[config.mk]
export PLATFORM = sky130hd
export DESIGN_NAME = tx_pair_unpacker
export DESIGN_NICKNAME = d
export VERILOG_FILES = /design/src/rtl/tx_unpack_pkg.sv /design/src/rtl/word_fifo.sv /design/src/rtl/lane_justify.sv /design/src/rtl/pair_sequencer.sv /design/src/rtl/tx_pair_unpacker.sv
export SDC_FILE = /design/constraint.sdc
export NUM_CORES = 1
export LEC_CHECK = 0
export BUFFER_PORTS_ARGS = -buffer_cell sky130_fd_sc_hd__buf_2
export CAP_MARGIN = 20
export CORE_ASPECT_RATIO = 1.4
export CORE_UTILIZATION = 60
export DETAILED_ROUTE_END_ITERATION = 7
export PLACE_DENSITY = 0.87
export SETUP_SLACK_MARGIN = 0.15
export SYNTH_ARGS = -nofsm -noshare
export SYNTH_HDL_FRONTEND = slang
export SYNTH_SLANG_ARGS = --single-unit
[constraint.sdc]
create_clock -name clk -period 4 [get_ports clk]
set_input_delay 0.4 -clock clk [delete_from_list [all_inputs] [get_ports clk]]
set_output_delay 0.4 -clock clk [all_outputs]
set_load 0.02 [all_outputs]
[src/rtl/tx_unpack_pkg.sv]
// Package: shared types for the transmit sample word unpacker.
// Assumes: nothing beyond IEEE 1800-2017.
package tx_unpack_pkg;

    // Position of the significant bits inside a lane.
    typedef enum logic {
        JUST_LOW  = 1'b0,
        JUST_HIGH = 1'b1
    } just_e;

endpackage

[src/rtl/word_fifo.sv]
// Module: word_fifo
// Stores whole input words in arrival order and presents the oldest one
// at rd_data without a read request (show-ahead).
// Assumes: push is never raised while full is high, and pop is never
// raised while empty is high (the parent gates both).
module word_fifo #(
    parameter int WORD_W = 64,
    parameter int DEPTH  = 4,
    localparam int AW    = (DEPTH > 1) ? $clog2(DEPTH) : 1,
    localparam int CW    = $clog2(DEPTH + 1)
) (
    input  logic              clk,
    input  logic              rst_n,
    input  logic              push,
    input  logic [WORD_W-1:0] wr_data,
    input  logic              pop,
    output logic [WORD_W-1:0] rd_data,
    output logic [CW-1:0]     count,
    output logic              full,
    output logic              empty
);

    logic [WORD_W-1:0] mem [DEPTH];
    logic [AW-1:0]     wr_ptr_q;
    logic [AW-1:0]     rd_ptr_q;
    logic [CW-1:0]     count_q;

    // Advances a pointer by one slot, wrapping at DEPTH.
    function automatic logic [AW-1:0] step_ptr(input logic [AW-1:0] p);
        if (p == AW'(DEPTH - 1)) begin
            return '0;
        end
        return p + AW'(1);
    endfunction

    // Writes the incoming word into the slot under the write pointer.
    always_ff @(posedge clk) begin
        if (push) begin
            mem[wr_ptr_q] <= wr_data;
        end
    end

    // Moves the pointers and the occupancy count.
    always_ff @(posedge clk) begin
        if (!rst_n) begin
            wr_ptr_q <= '0;
            rd_ptr_q <= '0;
            count_q  <= '0;
        end else begin
            if (push) begin
                wr_ptr_q <= step_ptr(wr_ptr_q);
            end
            if (pop) begin
                rd_ptr_q <= step_ptr(rd_ptr_q);
            end
            case ({push, pop})
                2'b10:   count_q <= count_q + CW'(1);
                2'b01:   count_q <= count_q - CW'(1);
                default: count_q <= count_q;
            endcase
        end
    end

    // Exposes the head word and the occupancy flags.
    always_comb begin
        rd_data = mem[rd_ptr_q];
        count   = count_q;
        full    = (count_q == CW'(DEPTH));
        empty   = (count_q == '0);
    end

    // The count follows the accepted pushes and pops of the previous cycle.
    AST_COUNT_TRACKS: assert property (@(posedge clk) disable iff (!rst_n)
        $past(rst_n) |-> count_q == $past(count_q) + CW'($past(push)) - CW'($past(pop)));

    // The count never rises above the capacity.
    AST_NO_OVERFLOW: assert property (@(posedge clk) disable iff (!rst_n)
        count_q <= CW'(DEPTH));

endmodule

[src/rtl/lane_justify.sv]
// Module: lane_justify
// Takes the significant sample bits out of one lane, either from the top
// or from the bottom of the lane.
// Assumes: SAMP_W <= LANE_W. Purely combinational.
module lane_justify
    import tx_unpack_pkg::*;
#(
    parameter int LANE_W = 16,
    parameter int SAMP_W = 12
) (
    input  logic [LANE_W-1:0] lane,
    input  logic              left_sel,
    output logic [SAMP_W-1:0] sample
);

    just_e mode;

    // Chooses the upper or the lower bits of the lane.
    always_comb begin
        mode = just_e'(left_sel);
        if (mode == JUST_HIGH) begin
            sample = lane[LANE_W-1 -: SAMP_W];
        end else begin
            sample = lane[SAMP_W-1:0];
        end
    end

endmodule

[src/rtl/pair_sequencer.sv]
// Module: pair_sequencer
// Walks through the pairs of the head word, one per enabled cycle, and
// registers each pair on the outputs. Releases the head word once its
// last pair has been loaded.
// Assumes: samples holds A,B,A,B... starting at index 0, and head_valid
// is high whenever samples reflects a stored word.
module pair_sequencer #(
    parameter int SAMP_W = 12,
    parameter int PAIRS  = 2,
    localparam int PH_W  = (PAIRS > 1) ? $clog2(PAIRS) : 1
) (
    input  logic                            clk,
    input  logic                            rst_n,
    input  logic                            out_en,
    input  logic                            head_valid,
    input  logic [2*PAIRS-1:0][SAMP_W-1:0]  samples,
    output logic                            pop,
    output logic [SAMP_W-1:0]               out_a,
    output logic [SAMP_W-1:0]               out_b,
    output logic                            out_valid
);

    logic [PH_W-1:0]   phase_q;
    logic [SAMP_W-1:0] sel_a;
    logic [SAMP_W-1:0] sel_b;
    logic              last_phase;
    logic              take;

    // Picks the pair that the current phase points at.
    always_comb begin
        sel_a = samples[0];
        sel_b = samples[1];
        for (int p = 0; p < PAIRS; p++) begin
            if (phase_q == PH_W'(p)) begin
                sel_a = samples[2*p];
                sel_b = samples[2*p+1];
            end
        end
    end

    // Decides whether a pair is taken and whether the word is finished.
    always_comb begin
        last_phase = (phase_q == PH_W'(PAIRS - 1));
        take       = out_en && head_valid;
        pop        = take && last_phase;
    end

    // Loads the output registers and advances the phase.
    always_ff @(posedge clk) begin
        if (!rst_n) begin
            phase_q   <= '0;
            out_a     <= '0;
            out_b     <= '0;
            out_valid <= 1'b0;
        end else if (out_en) begin
            if (head_valid) begin
                out_a     <= sel_a;
                out_b     <= sel_b;
                out_valid <= 1'b1;
                phase_q   <= last_phase ? '0 : phase_q + PH_W'(1);
            end else begin
                out_valid <= 1'b0;
            end
        end
    end

    // Outputs do not move on a disabled cycle.
    AST_HOLD_WHEN_IDLE: assert property (@(posedge clk) disable iff (!rst_n)
        $past(rst_n) && !$past(out_en)
        |-> $stable(out_a) && $stable(out_b) && $stable(out_valid));

    // An enabled cycle with nothing stored drops valid and keeps data.
    AST_DRAIN_INVALID: assert property (@(posedge clk) disable iff (!rst_n)
        $past(rst_n) && $past(out_en) && !$past(head_valid)
        |-> !out_valid && $stable(out_a) && $stable(out_b));

    // An enabled cycle with a stored word yields a valid pair.
    AST_VALID_ON_DATA: assert property (@(posedge clk) disable iff (!rst_n)
        $past(rst_n) && $past(out_en) && $past(head_valid) |-> out_valid);

    // A word is released only once the phase has returned to the start.
    AST_POP_RESETS_PHASE: assert property (@(posedge clk) disable iff (!rst_n)
        $past(rst_n) && $past(pop) |-> phase_q == '0);

endmodule

[src/rtl/tx_pair_unpacker.sv]
// Module: tx_pair_unpacker (top)
// Buffers 64-bit words holding interleaved A/B lanes, pulls the justified
// samples out of every lane and emits one A/B pair per enabled cycle.
// Raises in_stop when the buffer has room for STOP_ROOM words or fewer.
// Assumes: WORD_W is a multiple of 2*LANE_W, and DEPTH > STOP_ROOM >= 2,
// so that a source reacting one cycle late cannot overrun the buffer.
module tx_pair_unpacker #(
    parameter int WORD_W    = 64,
    parameter int LANE_W    = 16,
    parameter int SAMP_W    = 12,
    parameter int DEPTH     = 4,
    parameter int STOP_ROOM = 2
) (
    input  logic              clk,
    input  logic              rst_n,
    input  logic              left_just,
    input  logic [WORD_W-1:0] in_data,
    input  logic              in_valid,
    output logic              in_stop,
    input  logic              out_en,
    output logic [SAMP_W-1:0] out_a,
    output logic [SAMP_W-1:0] out_b,
    output logic              out_valid
);

    localparam int LANES = WORD_W / LANE_W;
    localparam int PAIRS = LANES / 2;
    localparam int CW    = $clog2(DEPTH + 1);

    logic [WORD_W-1:0]               head_word;
    logic [CW-1:0]                   fifo_count;
    logic                            fifo_full;
    logic                            fifo_empty;
    logic                            push;
    logic                            pop;
    logic [LANES-1:0][SAMP_W-1:0]    samples;

    // Accepts a word only when there is a free slot.
    always_comb begin
        push    = in_valid && !fifo_full;
        in_stop = (fifo_count >= CW'(DEPTH - STOP_ROOM));
    end

    word_fifo #(
        .WORD_W (WORD_W),
        .DEPTH  (DEPTH)
    ) u_fifo (
        .clk     (clk),
        .rst_n   (rst_n),
        .push    (push),
        .wr_data (in_data),
        .pop     (pop),
        .rd_data (head_word),
        .count   (fifo_count),
        .full    (fifo_full),
        .empty   (fifo_empty)
    );

    // One justification slice per lane of the head word.
    for (genvar g = 0; g < LANES; g++) begin : g_lane
        lane_justify #(
            .LANE_W (LANE_W),
            .SAMP_W (SAMP_W)
        ) u_just (
            .lane     (head_word[g*LANE_W +: LANE_W]),
            .left_sel (left_just),
            .sample   (samples[g])
        );
    end

    pair_sequencer #(
        .SAMP_W (SAMP_W),
        .PAIRS  (PAIRS)
    ) u_seq (
        .clk        (clk),
        .rst_n      (rst_n),
        .out_en     (out_en),
        .head_valid (!fifo_empty),
        .samples    (samples),
        .pop        (pop),
        .out_a      (out_a),
        .out_b      (out_b),
        .out_valid  (out_valid)
    );

    // With stop low last cycle, at most one more word can have landed.
    AST_STOP_HEADROOM: assert property (@(posedge clk) disable iff (!rst_n)
        $past(rst_n) && !$past(in_stop) |-> !fifo_full);

    // Stop rises only after a word was accepted.
    AST_STOP_RISE_CAUSE: assert property (@(posedge clk) disable iff (!rst_n)
        $past(rst_n) && $rose(in_stop) |-> $past(push));

endmodule

==> results.py, run 1 <==
metrics = {
    "run_status": {
        "run_status": "finished clean",
    },
    "yosys": {
        "synth_fp_nets": 770,
        "synth-compound-area-share": 0.0787,
        "synth_cell_types": 44,
        "synth_seq_cells": 291,
        "synth_top_cell_area_share": 0.640,
        "synth_cells": 694,
        "synth_common_cells": "edfxtp_1, nand2_1, mux4_2",
        "synthXorXnorAreaFrac": 0.00219,
        "synthSimpleGateAreaFrac": 0.0368,
        "synth_top_family_by_area": "multiplexers",
        "synth_mux_area_frac": 0.148,
        "synth_most_common_cell": "edfxtp_1",
        "synthFlopType": "edfxtp_1",
        "synthArstFlopShare": 0,
        "synth_fa_ha_area_frac": 0.00792,
        "yosys_warnings": 0,
        "synth_largest_area_cell": "edfxtp_1",
        "yosysSeqAreaShare": 0.698,
        "synth_area_leaders": "edfxtp_1, mux4_2, dfxtp_1",
        "synth-edff-count": 256,
        "netlist_area_sq_um": 12000,
        "avgSynthCellArea_sq_um": 17.3,
    },
    "power_and_ir_drop": {
        "power.total_mw": 6.63,
        "p_int_mw": 5.12,
        "clkPwrFrac": 0.370,
        "pwr-share-seq": 0.540,
        "comb_power_share": 0.090,
        "p_sw_mw": 1.50,
        "power_density_nw_per_um2": 491,
        "p_leak_nw": 4.70,
        "ir_worst_vdd_mv": 0.375,
        "sw_frac_of_total": 0.227,
    },
    "die": {
        "die_area_sq_um": 20600,
        "start_util": 0.618,
        "die_h_um": 169,
        "fp-row-count": 60,
        "ioPinCount": 95,
        "die_x_um": 122,
        "core_area_sq_um": 19400,
    },
    "global_routing": {
        "globalRoute.totalOverflow": 0,
        "grt_pass1_vias": 7442,
        "grt_pass1_wl_mm": 41.8,
        "antenna_found_initial": 3,
        "grt_start_max_net_pins": 69,
        "grt.total_usage": 0.271,
    },
    "place": {
        "io_buffers": 94,
        "dp_hpwl_mm": 16.7,
        "gp_congestion": 0.892,
        "dp_slack_ns": 1.44,
        "dpl_cell_area_sq_um": 12600,
        "place_inst": 1002,
    },
    "worst_setup_path": {
        "crit_path_start_kind": "register",
        "timing.reg2reg.setup_slack_ns": 1.38,
        "required_ns": 4.47,
        "worstSetupPathType": "register to register",
        "cp_max_fo": 29,
        "endpoint_kind": "register",
        "arrival_ns": 3.08,
        "r2r_cells": 5,
    },
    "clock_network": {
        "clk_latency_ns": 0.53,
        "htreeDepth": 1,
        "holdBufCountCts": 0,
        "cts_buffer_depth": 3,
        "cts_tree": "built",
        "cts_resized": 0,
        "cts_made_buffers": 26,
        "numClockSinks": 291,
        "root_buffer": "clkbuf_16",
        "cts.reportedPaths.clkPinSlew_ns": 0.06,
        "cts_setup_buffers": 0,
    },
    "sta": {
        "fmax_mhz": 382,
        "layout_setup_ws_ns": 1.38,
        "fin_crit_ns": 2.62,
        "fin_tns_setup_ns": 0,
        "worst_pin_slew_ns": 0.987,
        "rsz0062_at_grt": "false",
        "final.setup_skew_ns": 0.00908,
        "finalHoldViolCount": 0,
        "slew_headroom": 0.342,
        "fin_crit_sh": 0.654,
        "finalSetupViolations": 0,
        "report.final.slew_viol_count": 0,
    },
    "final_layout": {
        "nets": 858,
        "drive_gt1_frac": 0.284,
        "final_cell_area_sq_um": 13500,
        "area_growth_pct": 12.4,
        "final_cells": 1052,
    },
    "route": {
        "drt_iter0_markers": 1165,
        "drtPass1Iterations": 5,
        "drc": 0,
        "wirelength_mm": 27.5,
        "ant_nets": 0,
        "routedWlPerCell_um": 26.2,
        "routed_via_density": 6.89,
        "via_count": 7249,
    },
    "flow_run": {
        "maxCapViolations": 0,
    },
    "min_path": {
        "hp-class": "input port to register",
        "hold_depth": 1,
    },
}
-- cells in the final DEF, fill, tap and decap left out, drive strengths merged, types with 2 or more instances in the layout --
master	synthesis	final
a211o	9	9
a21boi	3	3
a21oi	15	15
a221o	19	19
a221oi	13	13
a22oi	4	4
and2	7	7
buf	39	107
bufinv	0	2
clkbuf	8	34
clkinv	0	11
dfxtp	35	35
diode	0	2
edfxtp	256	256
ha	6	6
inv	11	12
mux2	32	32
mux2i	34	34
mux4	48	48
nand2	59	59
nand2b	2	2
nand3	2	2
nand3b	2	2
nor2	7	7
nor2b	6	6
nor3	8	8
o211ai	4	4
o21ai	10	10
o221ai	25	25
o22ai	18	18
or2	2	2
or3	2	2
xor2	2	2
-- flip-flops by register name, indices dropped and copies added (netlist names), named ones only --
name              cells
u_fifo.mem          256
u_fifo.count          3
u_fifo.rd_ptr_q       2
u_seq.out_a          12
u_seq.last_phase      1
u_seq.out_valid       1
u_fifo.wr_ptr_q       2
u_seq.out_b          12
-- cell type report --
class                           instances  area (sq um)
Sequential cell                       291          8400
Fill cell                            1164          5950
Multi-Input combinational cell        345          3290
Clock buffer                           34           722
Timing Repair Buffer                  107           608
Tap cell                              248           310
Clock inverter                         14           121
Inverter                               11          41.3
Antenna cell                            2          5.00
-- cells by family (layout without fill, tap and decap cells) --
| logic type | after synthesis | in the layout |
|---|---|---|
| flip-flops | 291 | 291 |
| AO/OA/AOI/OAI | 123 | 123 |
| multiplexers | 114 | 114 |
| AND/OR/NAND/NOR | 98 | 98 |
| buffers and inverters | 58 | 166 |
| adder cells (fa/ha/maj) | 7 | 7 |
| XOR/XNOR | 3 | 3 |
| other | 0 | 2 |
-- routing by layer --
metal | share of wire | track usage | vias up | wire length [um]
li1 | - | - | 3011 | -
met1 | 0.36 | 0.357 | 3642 | 10000
met2 | 0.51 | 0.452 | 512 | 14000
met3 | 0.093 | 0.0427 | 84 | 2570
met4 | 0.032 | 0.108 | 0 | 887
met5 | 0 | 0 | - | 0
-- power groups by stage --
stage	registers (mW)	clock network (mW)	logic [mW]
4_1_cts	3.57	2.46	0.586
2_1_floorplan	3.64	0	0.345
5_1_grt	3.59	2.57	0.631
6_report	3.58	2.46	0.593
3_3_place_gp	3.62	0	0.552
3_5_place_dp	3.64	0	0.577
-- critical path, stage by stage, from the launching register on --
cell	delay (ns)
dfxtp_4	0.70
buf_4	0.42
or2_1	0.66
o22ai_1	0.20
a221oi_1	0.38
a211o_1	0.17
-- path summary, 6_finish.rpt --
kind	start	end
worst min register to register	u_seq.out_a[6]$_SDFFE_PN0N_	u_seq.out_a[6]$_SDFFE_PN0N_
worst max register to register	register	u_seq.out_b[0]$_SDFFE_PN0N_
worst min-delay path	in_data[42]	u_fifo.mem[2][42]$_DFFE_PP_
worst max-delay path	register	u_seq.out_b[0]$_SDFFE_PN0N_
-- per-stage QoR --
| step | util | hold WS (ns) |
|---|---|---|
| after floorplan | - | 0.467 |
| after global placement | 0.651 | 0.464 |
| after detailed placement | 0.651 | 0.473 |
| after CTS | 0.694 | 0.0748 |
| after global routing | 0.694 | 0.0758 |
| final | 0.694 | 0.0853 |
Note: power is estimated with default switching activity, not from simulation.
==> inputs of run 2 (changes only) <==
CORE_UTILIZATION = 54   (was 60)
PLACE_DENSITY = 0.83   (was 0.87)
clock period = 2.3 ns   (was 4 ns; I/O delays follow)
==> results.py, run 2 (synthesis gave the netlist of run 1 again) <==
metrics = {
    "run_status": {
        "run_status": "finished clean",
    },
    "place": {
        "dpl_cell_area_sq_um": 13000,
        "gp_congestion": 0.795,
        "dp_hpwl_mm": 17.5,
        "io_buffers": 94,
    },
    "die": {
        "die_area_sq_um": 22900,
        "die_x_um": 128,
        "start_util": 0.549,
        "die_h_um": 178,
        "fp-row-count": 64,
        "core_area_sq_um": 21900,
        "ioPinCount": 95,
    },
    "sta": {
        "fin_tns_setup_ns": 0,
        "worst_pin_slew_ns": 0.561,
        "rsz0062_at_grt": "false",
        "fin_crit_ns": 2.03,
        "finalHoldViolCount": 0,
        "hold_ws_ns": 0.0413,
        "finalSetupViolations": 0,
        "fmax_mhz": 494,
        "fin_crit_sh": 0.881,
        "final.setup_skew_ns": 0.0146,
        "slew_headroom": 0.626,
        "report.final.slew_viol_count": 0,
    },
    "final_layout": {
        "final_cell_area_sq_um": 14500,
        "area_growth_pct": 20.6,
        "fill_cells": 1398,
        "layout_common_cells": "edfxtp_1, buf_2, dlygate4sd3_1",
        "num_antenna_cells": 0,
        "biggestRegsByFlops": "u_fifo.mem x256, u_seq.out_a x12, u_seq.out_b x12",
        "drive_gt1_frac": 0.290,
        "largest_register": "u_fifo.mem",
        "largest_reg_flops": 256,
        "nets": 947,
        "final_common_cell": "edfxtp_1",
    },
    "route": {
        "routedWlPerCell_um": 23.2,
        "via_count": 7334,
        "drt_iter0_markers": 868,
        "routed_via_density": 6.17,
        "drc": 0,
        "wirelength_mm": 27.5,
        "drtPass1Iterations": 5,
        "ant_nets": 0,
    },
    "worst_setup_path": {
        "cp_max_fo": 7,
        "timing.reg2reg.setup_slack_ns": 0.27,
        "endpoint_kind": "register",
        "slowest_delay_ns": 0.47,
        "timing.rr.start": "u_seq.last_phase$_SDFFE_PN0N_",
        "cpMostUsedCell": "inv_1",
        "required_ns": 2.74,
        "worstSetupPathType": "register to register",
        "crit_path_top_delay_cell": "dfxtp_1",
        "rr_endpoint": "u_fifo.count[2]$_SDFFE_PN0P_",
        "r2r_cells": 8,
        "crit_path_start_kind": "register",
        "arrival_ns": 2.46,
        "path_cells": "nand2_1, inv_1, ha_1, inv_1, fa_1, xor2_1, or3_1, a21boi_0",
    },
    "global_routing": {
        "grt_pass1_wl_mm": 42.4,
        "grt.total_usage": 0.247,
        "grt_pass1_vias": 7674,
        "grt_start_max_net_pins": 65,
        "antenna_found_initial": 0,
        "globalRoute.totalOverflow": 0,
    },
    "clock_network": {
        "cts_tree": "built",
        "root_buffer": "clkbuf_16",
        "clk_latency_ns": 0.53,
        "cts_made_buffers": 26,
        "cts.reportedPaths.clkPinSlew_ns": 0.06,
        "htreeDepth": 1,
        "numClockSinks": 291,
        "cts_buffer_depth": 3,
        "cts_setup_buffers": 0,
    },
    "min_path": {
        "hp-start": "out_en",
        "hold-path-endpoint": "u_seq.out_valid$_SDFFE_PN0P_",
        "hold_depth": 3,
        "hp-class": "input port to register",
    },
    "power_and_ir_drop": {
        "p_leak_nw": 5.10,
        "ir_worst_vdd_mv": 0.520,
        "power_density_nw_per_um2": 801,
    },
    "flow_run": {
        "maxCapViolations": 0,
    },
}
run 2: cell count changes in the layout (fill, tap and decap cells not counted), moves of 3 or more:
cell / change
buf_12: +8
buf_4: +17
clkbuf_1: -3
dfxtp_1: -3
dfxtp_2: +3
dlygate4sd3_1: +64
run 2: how the worst max path moves through the flow:
stage	slack, ns	to	start	cells past startpoint
after floorplan	0.14	u_fifo.mem[0][0]$_DFFE_PP_	u_fifo.count[1]$_SDFFE_PN0P_	3
after global placement	0.36	u_fifo.count[2]$_SDFFE_PN0P_	u_fifo.count[2]$_SDFFE_PN0P_	9
after detailed placement	0.26	u_fifo.count[2]$_SDFFE_PN0P_	u_fifo.count[2]$_SDFFE_PN0P_	9
after CTS	0.25	u_fifo.count[2]$_SDFFE_PN0P_	u_fifo.count[2]$_SDFFE_PN0P_	9
after global routing	0.16	u_fifo.count[2]$_SDFFE_PN0P_	u_seq.last_phase$_SDFFE_PN0N_	8
final	0.27	u_fifo.count[2]$_SDFFE_PN0P_	u_seq.last_phase$_SDFFE_PN0N_	8
run 2: layout make-up:
type / instances / area (sq um) / area share
timing repair buffer: 196 / 1540 / 0.106
clock inverter: 19 / 150 / 0.0104
sequential: 291 / 8400 / 0.580
multi-input combinational: 345 / 3300 / 0.228
clock buffer: 29 / 683 / 0.0472
tap: 297 / 372 / 0.0257
inverter: 11 / 41.3 / 0.00285
run 2: power by group:
group | total [mW] | switching [mW] | internal (mW)
Clock | 4.21 | 1.84 | 2.37
Sequential | 6.21 | 0.146 | 6.06
Combinational | 1.18 | 0.655 | 0.526
Total | 11.6 | 2.64 | 8.95
run 2: worst max-delay path: cells and delay by family (launching register included):
family,cells,cell delay [ns]
compound gates,1,0.17
xor+xnor,1,0.16
fa+ha+maj,2,0.54
buf+inv,2,0.14
flops,1,0.47
simple gates,2,0.45
run 2: per-stage QoR:
stage	cells	util	total power, mW	setup slack (ns)
after CTS	1188	0.662	11.6	0.247
after global placement	1076	0.595	7.35	0.358
final	1188	0.662	11.6	0.274
after detailed placement	1076	0.595	7.38	0.260
after floorplan	694	-	6.92	0.145
after global routing	1188	0.662	11.9	0.160
run 2: timing repair:
action,in CTS,in global routing
hold buffers,64,0
gates resized for setup,0,3
endpoints found under the hold margin,256,0
setup endpoints to repair,0,1
run 2: routing by layer:
layer	vias up	GRT usage	part of all wire
li1	3186	-	-
met1	3657	0.308	0.37
met2	413	0.435	0.51
met3	78	0.0285	0.075
met4	0	0.111	0.040
met5	-	0	0
